## src/rtl/wp_guard_pkg.sv

```systemverilog
package wp_guard_pkg;
  localparam int BP_W = 3;

  typedef enum logic [2:0] {
    OP_PROG       = 3'd0,
    OP_SUB_ERASE  = 3'd1,
    OP_SEC_ERASE  = 3'd2,
    OP_BULK_ERASE = 3'd3,
    OP_OTP_PROG   = 3'd4
  } op_e;

  typedef enum logic [2:0] {
    CZ_NONE  = 3'd0,
    CZ_RANGE = 3'd1,
    CZ_LOCK  = 3'd2,
    CZ_OTP   = 3'd3,
    CZ_BADOP = 3'd4
  } cause_e;

  // Number of sectors, counted from the top, covered by a protect value.
  function automatic int range_span(input logic [BP_W-1:0] bp, input int nsec);
    int span;
    if (bp == '0) return 0;
    span = 1 << (int'(bp) - 1);
    if (span > nsec) span = nsec;
    return span;
  endfunction

  function automatic logic in_range(input logic [BP_W-1:0] bp, input int sec, input int nsec);
    return (sec >= nsec - range_span(bp, nsec));
  endfunction
endpackage

```

## src/rtl/wp_status_reg.sv

```systemverilog
module wp_status_reg
  import wp_guard_pkg::*;
(
  input  logic            clk,
  input  logic            rst_n,
  input  logic            wr_i,
  input  logic [BP_W-1:0] bp_in_i,
  input  logic            srwd_in_i,
  input  logic            wp_n_i,
  output logic [BP_W-1:0] bp_o,
  output logic            srwd_o,
  output logic            hw_locked_o
);
  logic [BP_W-1:0] bp_q;
  logic            srwd_q;
  logic            accept;

  assign hw_locked_o = srwd_q & ~wp_n_i;
  assign accept      = wr_i & ~hw_locked_o;

  always_ff @(posedge clk or negedge rst_n) begin
    if (!rst_n) begin
      bp_q   <= '0;
      srwd_q <= 1'b0;
    end else if (accept) begin
      bp_q   <= bp_in_i;
      srwd_q <= srwd_in_i;
    end
  end

  assign bp_o   = bp_q;
  assign srwd_o = srwd_q;
endmodule

```

## src/rtl/wp_sector_locks.sv

```systemverilog
module wp_sector_locks #(
  parameter int NSEC  = 16,
  parameter int SEC_W = $clog2(NSEC)
) (
  input  logic             clk,
  input  logic             rst_n,
  input  logic             wr_i,
  input  logic [SEC_W-1:0] sec_i,
  input  logic             wlock_in_i,
  input  logic             down_in_i,
  output logic [NSEC-1:0]  wlock_o,
  output logic [NSEC-1:0]  down_o
);
  logic [NSEC-1:0] wlock_q;
  logic [NSEC-1:0] down_q;
  logic [NSEC-1:0] sel;

  // One-hot select of the addressed sector, masked by its lock-down.
  for (genvar g = 0; g < NSEC; g++) begin : g_sel
    assign sel[g] = wr_i && (sec_i == SEC_W'(g)) && !down_q[g];
  end

  always_ff @(posedge clk or negedge rst_n) begin
    if (!rst_n) begin
      wlock_q <= '0;
      down_q  <= '0;
    end else begin
      for (int s = 0; s < NSEC; s++) begin
        if (sel[s]) begin
          wlock_q[s] <= wlock_in_i;
          down_q[s]  <= down_in_i;
        end
      end
    end
  end

  assign wlock_o = wlock_q;
  assign down_o  = down_q;
endmodule

```

## src/rtl/wp_otp_lock.sv

```systemverilog
module wp_otp_lock (
  input  logic clk,
  input  logic rst_n,
  input  logic wr_i,
  input  logic bit0_i,
  output logic locked_o
);
  logic locked_q;

  // Programming only clears bits, so the lock can only be set.
  always_ff @(posedge clk or negedge rst_n) begin
    if (!rst_n)              locked_q <= 1'b0;
    else if (wr_i && !bit0_i) locked_q <= 1'b1;
  end

  assign locked_o = locked_q;
endmodule

```

## src/rtl/wp_decide.sv

```systemverilog
module wp_decide
  import wp_guard_pkg::*;
#(
  parameter int NSEC  = 16,
  parameter int SEC_W = $clog2(NSEC)
) (
  input  logic [2:0]      op_i,
  input  logic [SEC_W-1:0] sec_i,
  input  logic [BP_W-1:0] bp_i,
  input  logic [NSEC-1:0] wlock_i,
  input  logic            otp_locked_i,
  output cause_e          cause_o,
  output logic            range_hit_o,
  output logic            lock_hit_o
);
  logic [NSEC-1:0] range_mask;
  logic            any_range;
  logic            any_lock;

  for (genvar g = 0; g < NSEC; g++) begin : g_range
    assign range_mask[g] = in_range(bp_i, g, NSEC);
  end

  assign range_hit_o = range_mask[sec_i];
  assign lock_hit_o  = wlock_i[sec_i];
  assign any_range   = |range_mask;
  assign any_lock    = |wlock_i;

  always_comb begin
    case (op_i)
      OP_PROG, OP_SUB_ERASE, OP_SEC_ERASE:
        cause_o = range_hit_o ? CZ_RANGE : (lock_hit_o ? CZ_LOCK : CZ_NONE);
      OP_BULK_ERASE:
        cause_o = any_range ? CZ_RANGE : (any_lock ? CZ_LOCK : CZ_NONE);
      OP_OTP_PROG:
        cause_o = otp_locked_i ? CZ_OTP : CZ_NONE;
      default:
        cause_o = CZ_BADOP;
    endcase
  end
endmodule

```

## src/rtl/wp_guard.sv

```systemverilog
module wp_guard
  import wp_guard_pkg::*;
#(
  parameter int NUM_SECTORS = 16,
  parameter int SEC_W       = $clog2(NUM_SECTORS)
) (
  input  logic                   clk,
  input  logic                   rst_n,
  input  logic                   wp_n_i,
  input  logic                   sr_wr_i,
  input  logic [BP_W-1:0]        sr_bp_i,
  input  logic                   sr_srwd_i,
  input  logic                   lk_wr_i,
  input  logic [SEC_W-1:0]       lk_sector_i,
  input  logic                   lk_wlock_i,
  input  logic                   lk_down_i,
  input  logic                   otp_wr_i,
  input  logic                   otp_ctl_bit0_i,
  input  logic                   req_valid_i,
  input  logic [2:0]             req_op_i,
  input  logic [SEC_W-1:0]       req_sector_i,
  output logic [BP_W-1:0]        bp_o,
  output logic                   srwd_o,
  output logic [NUM_SECTORS-1:0] wlock_o,
  output logic [NUM_SECTORS-1:0] down_o,
  output logic                   otp_locked_o,
  output logic                   resp_valid_o,
  output logic                   resp_allow_o,
  output logic [2:0]             resp_cause_o
);
  logic   hw_locked_w;
  logic   range_hit_w;
  logic   lock_hit_w;
  cause_e cause_w;

  logic   resp_valid_q;
  logic   resp_allow_q;
  cause_e resp_cause_q;

  wp_status_reg u_status (
    .clk(clk), .rst_n(rst_n), .wr_i(sr_wr_i), .bp_in_i(sr_bp_i),
    .srwd_in_i(sr_srwd_i), .wp_n_i(wp_n_i), .bp_o(bp_o), .srwd_o(srwd_o),
    .hw_locked_o(hw_locked_w)
  );

  wp_sector_locks #(.NSEC(NUM_SECTORS), .SEC_W(SEC_W)) u_locks (
    .clk(clk), .rst_n(rst_n), .wr_i(lk_wr_i), .sec_i(lk_sector_i),
    .wlock_in_i(lk_wlock_i), .down_in_i(lk_down_i),
    .wlock_o(wlock_o), .down_o(down_o)
  );

  wp_otp_lock u_otp (
    .clk(clk), .rst_n(rst_n), .wr_i(otp_wr_i), .bit0_i(otp_ctl_bit0_i),
    .locked_o(otp_locked_o)
  );

  wp_decide #(.NSEC(NUM_SECTORS), .SEC_W(SEC_W)) u_decide (
    .op_i(req_op_i), .sec_i(req_sector_i), .bp_i(bp_o), .wlock_i(wlock_o),
    .otp_locked_i(otp_locked_o), .cause_o(cause_w),
    .range_hit_o(range_hit_w), .lock_hit_o(lock_hit_w)
  );

  always_ff @(posedge clk or negedge rst_n) begin
    if (!rst_n) begin
      resp_valid_q <= 1'b0;
      resp_allow_q <= 1'b0;
      resp_cause_q <= CZ_NONE;
    end else begin
      resp_valid_q <= req_valid_i;
      resp_allow_q <= req_valid_i && (cause_w == CZ_NONE);
      resp_cause_q <= req_valid_i ? cause_w : CZ_NONE;
    end
  end

  assign resp_valid_o = resp_valid_q;
  assign resp_allow_o = resp_allow_q;
  assign resp_cause_o = resp_cause_q;
endmodule

```

## config.mk

```make
export PLATFORM = sky130hd
export DESIGN_NAME = wp_guard
export DESIGN_NICKNAME = d
export VERILOG_FILES = /design/src/rtl/wp_guard_pkg.sv /design/src/rtl/wp_status_reg.sv /design/src/rtl/wp_sector_locks.sv /design/src/rtl/wp_otp_lock.sv /design/src/rtl/wp_decide.sv /design/src/rtl/wp_guard.sv
export SDC_FILE = /design/constraint.sdc
export NUM_CORES = 1
export LEC_CHECK = 0
export ABC_AREA = 1
export BUFFER_PORTS_ARGS = -buffer_cell sky130_fd_sc_hd__buf_2
export CAP_MARGIN = 10
export CELL_PAD_IN_SITES_DETAIL_PLACEMENT = 1
export CELL_PAD_IN_SITES_GLOBAL_PLACEMENT = 2
export CORE_MARGIN = 2
export CORE_UTILIZATION = 31
export DETAILED_ROUTE_END_ITERATION = 10
export GPL_TIMING_DRIVEN = 0
export PLACE_DENSITY_LB_ADDON = 0.05
export SETUP_SLACK_MARGIN = 0.1
export SLEW_MARGIN = 20
export SYNTH_ARGS = -nofsm -noshare
export SYNTH_HDL_FRONTEND = slang
export SYNTH_SLANG_ARGS = --single-unit
```

## constraint.sdc

```tcl
create_clock -name clk -period 4.5 [get_ports clk]
set_clock_uncertainty 0.1 [all_clocks]
set_input_delay 0.225 -clock clk [delete_from_list [all_inputs] [get_ports clk]]
set_output_delay 0.225 -clock clk [all_outputs]
set_load 0.1 [all_outputs]
```

Yosys cells after proc, flatten, opt, wreduce, memory -nomap -nowiden
Index checks and enable logic that the tools add are counted.
{"block": "classes", "n_addsub": 2, "multipliers": 0, "div_mod_pow": 0, "magnitude_cmp": 18, "eq_ne": 19, "shifts": 1, "n_mux": 14, "bitwise_logic": 4, "reduce_logical": 58}
{"cell": ">= comparator 5 x 32 -> 1 bit (first input constant)", "n": 8}
{"cell": ">= comparator 4 x 32 -> 1 bit (first input constant)", "n": 4}
{"cell": ">= comparator 3 x 32 -> 1 bit (first input constant)", "n": 2}
{"cell": "two-way mux 32 bit", "n": 2}
{"cell": "logical AND 1 bit", "n": 34}
{"cell": "== test 4 bit (second input constant)", "n": 8}
{"cell": ">= comparator 1 x 32 -> 1 bit (first input constant)", "n": 1}
{"cell": ">= comparator 2 x 32 -> 1 bit (first input constant)", "n": 1}
{"cell": "greater-than comparator 32 x 6 -> 1 bit (second input constant)", "n": 1}
{"cell": "OR reduction 16 bit", "n": 2}
{"cell": "left shift 1 x 32 -> 32 bit (first input constant)", "n": 1}
{"cell": "subtractor 6 x 32 -> 32 bit (first input constant)", "n": 1}
{"cell": "logical NOT 1 bit", "n": 17}
{"cell": "== test 4 x 3 -> 1 bit (second input constant)", "n": 4}
{"cell": "logical NOT 3 bit", "n": 3}
{"cell": "two-way mux 3 bit", "n": 3}
{"cell": "one-hot mux 3 bit (3 select lines)", "n": 1}
{"cell": "binary-select mux 1 bit (select 4 bit)", "n": 2}
{"cell": "== test 4 x 2 -> 1 bit (second input constant)", "n": 2}
{"cell": "== test 3 x 2 -> 1 bit (second input constant)", "n": 2}
{"cell": "two-way mux 2 bit", "n": 3}
{"cell": "less-than comparator 4 x 5 -> 1 bit (second input constant)", "n": 1}
{"cell": "== test 4 x 1 -> 1 bit (second input constant)", "n": 1}
{"cell": "logical NOT 4 bit", "n": 1}
{"cell": "other kinds (7)", "n": 11}
{"block": "word_totals", "regBits": 42, "latch_bits": 0, "mem_bits_rw": 0, "romBits": 0, "inputBits": 25, "out_inout_bits": 42, "wordCells": 154, "memories": 0}

Logic depth before layout (Yosys ltp)
{"block": "depth", "ltp_word": 13, "mapped_depth": 23, "mapped_depth_nobuf": 23}

By module
From an unflattened synthesis, not the netlist that was laid out.
{"block": "unflattened", "cells_unflattened": 392, "hier_area_um2": 2663.8}
{"module": "wp_sector_locks", "instances": 1, "cells_each": 199, "area_each_um2": 1508.9, "seq_area_each_um2": 800.8}
{"module": "wp_decide", "instances": 1, "cells_each": 151, "area_each_um2": 774.5, "seq_area_each_um2": 0.0}
{"module": "wp_guard", "instances": 1, "cells_each": 17, "area_each_um2": 170.2, "seq_area_each_um2": 125.1}
{"module": "wp_status_reg", "instances": 1, "cells_each": 20, "area_each_um2": 170.2, "seq_area_each_um2": 100.1}
{"module": "wp_otp_lock", "instances": 1, "cells_each": 5, "area_each_um2": 40.0, "seq_area_each_um2": 25.0}

Worst setup path after synthesis
Ideal clock, no wire load.
{"block": "synth_timing", "kind": "register to register", "from": "register u_status.bp_q[0], in the netlist u_status.bp_o[0]", "to": "register resp_allow_q, in the netlist resp_allow_o", "setup_ns": 0.114, "arrival_time_ns": 3.487, "required_time_ns": 4.286, "setup_slack_ns": 0.798, "stages_incl_launch_ff": 21, "period_less_slack_ns": 3.702, "path_cell_list": "dfrtp_1 -> inv_1 -> ha_1 -> inv_1 -> nor4_1 -> inv_1 -> ha_1 -> inv_1 -> nand3_1 -> nand2_1 -> inv_1 -> o21ai_1 -> nand3_1 -> nand2_1 -> nand2_1 -> nand3_1 -> nand2_1 -> nand2_1 -> nand2_1 -> nand2_1 -> nor2_1"}
{"block": "synth_between", "elab_chain_cells": 13, "word_cells_on_any_way": 32, "cone_classes": "add/sub: 2; order compare: 17; shift: 1; mux: 8; reduce/logical: 4"}
{"item": "from (decl)", "line_no": "wp_status_reg.sv:14", "text": "logic [BP_W-1:0] bp_q;"}
{"item": "from (signal assigned)", "line_no": "wp_status_reg.sv:26", "text": "bp_q <= bp_in_i;"}
{"item": "subtractor 3 x 1 -> 4 bit", "line_no": "wp_guard_pkg.sv:24", "text": "span = 1 << (int'(bp) - 1);"}
{"item": "left shift 1 x 32 -> 32 bit", "line_no": "wp_guard_pkg.sv:24"}
{"item": "greater-than comparator 32 x 6 -> 1 bit", "line_no": "wp_guard_pkg.sv:25", "text": "if (span > nsec) span = nsec;"}
{"item": "two-way mux 32 bit", "line_no": "wp_guard_pkg.sv:25"}
{"item": "two-way mux 32 bit (*)", "line_no": "wp_guard_pkg.sv:24"}
{"item": "subtractor 6 x 32 -> 32 bit (*)", "line_no": "wp_guard_pkg.sv:30", "text": "return (sec >= nsec - range_span(bp, nsec));"}
{"item": ">= comparator 1 x 32 -> 1 bit (tied with other cells)", "line_no": "wp_guard_pkg.sv:30"}
{"item": "binary-select mux 1 bit (select 4 bit)", "line_no": "wp_decide.sv:24", "text": "assign range_hit_o = range_mask[sec_i];"}
{"item": "two-way mux 1 bit (implied by the code)", "line_no": "wp_decide.sv:24"}
{"item": "two-way mux 3 bit", "line_no": "wp_decide.sv:32", "text": "cause_o = range_hit_o ? CZ_RANGE : (lock_hit_o ? CZ_LOCK : CZ_NONE);"}
{"item": "one-hot mux 3 bit (3 select lines) (*)", "line_no": "wp_decide.sv:30", "text": "case (op_i)"}
{"item": "logical NOT 3 bit (*)", "line_no": "wp_guard.sv:70", "text": "resp_allow_q <= req_valid_i && (cause_w == CZ_NONE);"}
{"item": "logical AND 1 bit (*)", "line_no": "wp_guard.sv:70"}
{"item": "to (signal assigned)", "line_no": "wp_guard.sv:70"}
{"item": "to (decl)", "line_no": "wp_guard.sv:37", "text": "logic resp_allow_q;"}
Mark *: on every way between the ends. The rest lies on a longest branch, timed or not. The select of a mux whose other input is x is not followed.
A chain may end at the register's enable or synchronous reset.

Final worst setup path
Same ends and word-level chain as after synthesis.

==> results by group <==
Logic synthesis
  • Top post-synthesis cells by count: inv_1, nand2_1, dfrtp_1
  • Post-synthesis compound-gate area fraction: 13.9%
  • Main synth FF type: dfrtp_1
  • Area contributors post-synth: dfrtp_1, inv_1, nand2_1
  • Yosys reg bits: 42
  • Syn nets: 360
  • Cell Area, Synth: 0.00243 mm^2
  • Simple-Gate Fraction of Synth Area: 29.1%
  • Yosys top cell by area: dfrtp_1
  • Cells after synthesis: 327
  • Cell with the most instances after synthesis: inv_1
  • Multiplexer share of the synthesized area: 0%
  • Ys Warns: 0
  • Synth top area share: 43.2%
  • XOR/XNOR Fraction of Synth Area: 0%
  • Synth Area in Adders: 4.12%
  • Combinational family with the most area after synthesis: simple AND/OR/NAND/NOR gates
  • Avg Inst Size Synth: 7.44 um^2
  • Number of synthesized flops with an enable pin: 0
  • Seq/Total Area, Yosys: 43.2%
  • Unique cell type count in the Yosys netlist: 25
  • Async set-reset flop share out of synthesis: 100%

Place
  • GPL Wtd Cong: 0.820
  • Area after DPL: 0.00289 mm^2
  • IO buf count: 65
  • Dpl hpwl: 5530 um

Job
  • Max-cap viol count: 0

STA
  • Max Slew Vio Count: 0
  • Setup violators final: 0
  • RSZ-0062 raised after global routing: false
  • Maximum clock frequency: 0.289 GHz
  • Slew headroom: 58.4%
  • Fin crit period: 3.46 ns
  • Tightest Pin Transition: 0.618 ns
  • Final Hold Vio Count: 0
  • Setup_tns: 0 ns
  • Final worst path period share: 76.8%

Final layout
  • Final nets: 435
  • Register area: 0.00105 mm^2
  • Fillers: 991
  • Share of layout cells above drive strength 1: 22.3%
  • Number of diodes: 0
  • Footprint of the multi-input gates: 0.00115 mm^2
  • Synth-to-Final Area Change: 24.5%
  • Post-route cell area: 0.00303 mm^2

Floorplan
  • Die Span X: 92.6 um
  • Ports: 67
  • Initial core utilization: 31.8%
  • Die extent in y: 92.6 um
  • Num rows: 32
  • CORE AREA: 0.00765 mm^2
  • Die footprint: 0.00857 mm^2

Setup path
  • Worst Setup SP: u_status.bp_o[0]
  • Type of origin of the critical path: register
  • Cell chain of the critical path: inv_1 -> ha_1 -> inv_1 -> nand2_1 -> nand2_4 -> nor4_1 -> inv_1 -> ha_1 -> inv_1 -> nand3_1 -> nand2_1 -> inv_1 -> o21ai_1 -> nand3_1 -> nand2_1 -> nand2_1 -> nand3_1 -> nand2_1 -> nand3_1 -> nand3_1 -> nor2_1
  • CP Buf/Inv Count: 5
  • CP Capture Point: resp_allow_o
  • Reg-to-Reg Start: u_status.bp_o[0]
  • Top delay family on crit path: simple AND/OR/NAND/NOR gates
  • R2R Path End: resp_allow_o
  • Critical Path RT: 4.63 ns
  • Critical Path AT: 3.58 ns
  • Worst path depth: 21
  • Crit end category: register
  • Critical path class: register to register
  • Slowest-stage cell, CP: nor4_1
  • Critical path's largest stage delay: 0.48 ns
  • R2R Setup Slk: 1.04 ns
  • FF-to-FF path depth: 21
  • Crit Path Max Fanout: 6

Power and ir drop
  • Leakage power total: 0.00160 uW
  • Sequential Power Share: 34.9%
  • Sw Pwr: 504 uW
  • Clock group share of total power: 25.4%
  • Logic pwr share: 39.7%
  • P_int: 675 uW
  • Pwr Density: 389 mW/mm^2
  • Switching Share: 42.8%
  • Max rail drop VDD: 0.259 mV

Clocking
  • Hold_buf cts: 2
  • H-tree depth: 2
  • Clk_lat worst skew: 0.29 ns
  • CTS tree: yes
  • Setup bufs post-CTS: 0
  • Num CTS Buffers: 5
  • Cts repair resizes: 0
  • Clk buf depth: 2
  • Root Buffer: clkbuf_8
  • CTS clock-pin slew for the worst setup and hold paths: 0.08 ns
  • CTS sink count: 42

GRT
  • GRT Overall Usage: 17.5%
  • Gr ovfl total: 0
  • Largest net degree at the start of global routing: 43
  • Vias in the first global route: 2479
  • First-pass GRT wire length: 12000 um
  • Initial antenna violation count: 0

Route
  • Post-route DRC: 0
  • Final antenna-violating net count: 0
  • Routed WL: 7030 um
  • DR iter-0 viols: 58
  • DRT Pass-1 Iters: 4
  • Vias per inst: 4.73
  • Via count: 2391
  • WL per Instance: 13.9 um

Status
  • Status: finished, final reports clean

Worst hold path
  • Worst hold path class: input port to register
through the flow:
| step | total power (uW) | hold WS, ns | util, % | setup slack (ns) | instances |
|---|---|---|---|---|---|
| after CTS | 1190 | 0.0366 | 39.4 | 1.02 | 504 |
| after global placement | 884 | 0.247 | 37.7 | 1.07 | 494 |
| final | 1180 | 0.0543 | 39.6 | 1.04 | 505 |
| after detailed placement | 888 | 0.252 | 37.7 | 1.04 | 494 |
| after global routing | 1260 | 0.0413 | 39.6 | 0.608 | 505 |
| after floorplan | 784 | -0.171 | - | 0.798 | 327 |
final cells by class:
class,instances,area share (%)
multi-input combinational,223,37.9
sequential,42,34.7
timing repair buffer,68,11.8
inverter,57,7.07
tap,102,4.21
clock buffer,6,2.40
clock inverter,2,1.24
buffer,5,0.661
kinds of logic after synthesis:
| group | after synthesis |
|---|---|
| flops | 42 |
| compound gates | 64 |
| buf+inv | 62 |
| fa+ha+maj | 8 |
| simple gates | 151 |
how the worst min path moves through the flow:
stage                start               to  slack [ns]  depth (start not counted)
4_1_cts              rst_n  resp_cause_o[2]        0.04                          1
6_report          otp_wr_i   u_otp.locked_o        0.05                          3
3_3_place_gp   req_valid_i     resp_valid_o        0.25                          1
3_5_place_dp   req_valid_i     resp_valid_o        0.25                          1
2_1_floorplan        rst_n     resp_allow_o       -0.17                          0
5_1_grt           otp_wr_i   u_otp.locked_o        0.04                          3
power by group through the flow:
stage          combinational [uW]  sequential [uW]  clock, uW
2_1_floorplan                 222              562          0
3_3_place_gp                  465              420          0
3_5_place_dp                  468              420          0
4_1_cts                       471              412        310
5_1_grt                       518              415        326
6_report                      468              412        299
sequential cells by signal (all words and copies together), names as in the netlist:
register,count
resp_cause_o,3
u_status.bp_o,3
u_otp.locked_o,1
u_status.srwd_o,1
resp_allow_o,1
u_locks.down_o,16
u_locks.wlock_o,16
resp_valid_o,1
placed cells by master, fill, tap and decap left out:
| cell type | count |
|---|---|
| buf_2 | 65 |
| a211oi_1 | 1 |
| inv_2 | 3 |
| nor2_4 | 3 |
| buf_4 | 1 |
| nor2_1 | 32 |
| clkbuf_1 | 5 |
| nand3_2 | 1 |
| dlygate4sd3_1 | 3 |
| nor4_1 | 5 |
| nand2_2 | 5 |
| bufinv_16 | 1 |
| a31oi_1 | 1 |
| a31o_2 | 2 |
| o211ai_1 | 2 |
| nand3_1 | 36 |
| nand2_1 | 53 |
| ha_1 | 8 |
| inv_1 | 54 |
| dfrtp_1 | 42 |
| nor3_1 | 6 |
| nor2_2 | 1 |
| clkbuf_8 | 5 |
| a21oi_1 | 16 |
| nand2_4 | 2 |
| o21ai_1 | 2 |
| clkinvlp_4 | 1 |
| o21ai_0 | 39 |
| nand4_1 | 7 |
| o21bai_1 | 1 |
metal layers:
metal  vias to the layer above  GRT usage, %  routed length, um  share of wire (%)
met1                      1115          22.9               3320                 47
met3                         2          3.01                289                4.1
met4                         0          3.61                 25               0.36
li1                       1225             -                  -                  -
met5                         -             0                  0                  0
met2                        49          30.5               3400                 48
worst reg2reg max path, delay by kind of cell, from the launching register on:
kind	cells	cell delay, ns
simple gates	13	1.61
buf+inv	5	0.65
fa+ha+maj	2	0.51
flops	1	0.41
compound gates	1	0.12
No activity file was read; power rests on OpenSTA's default activity.
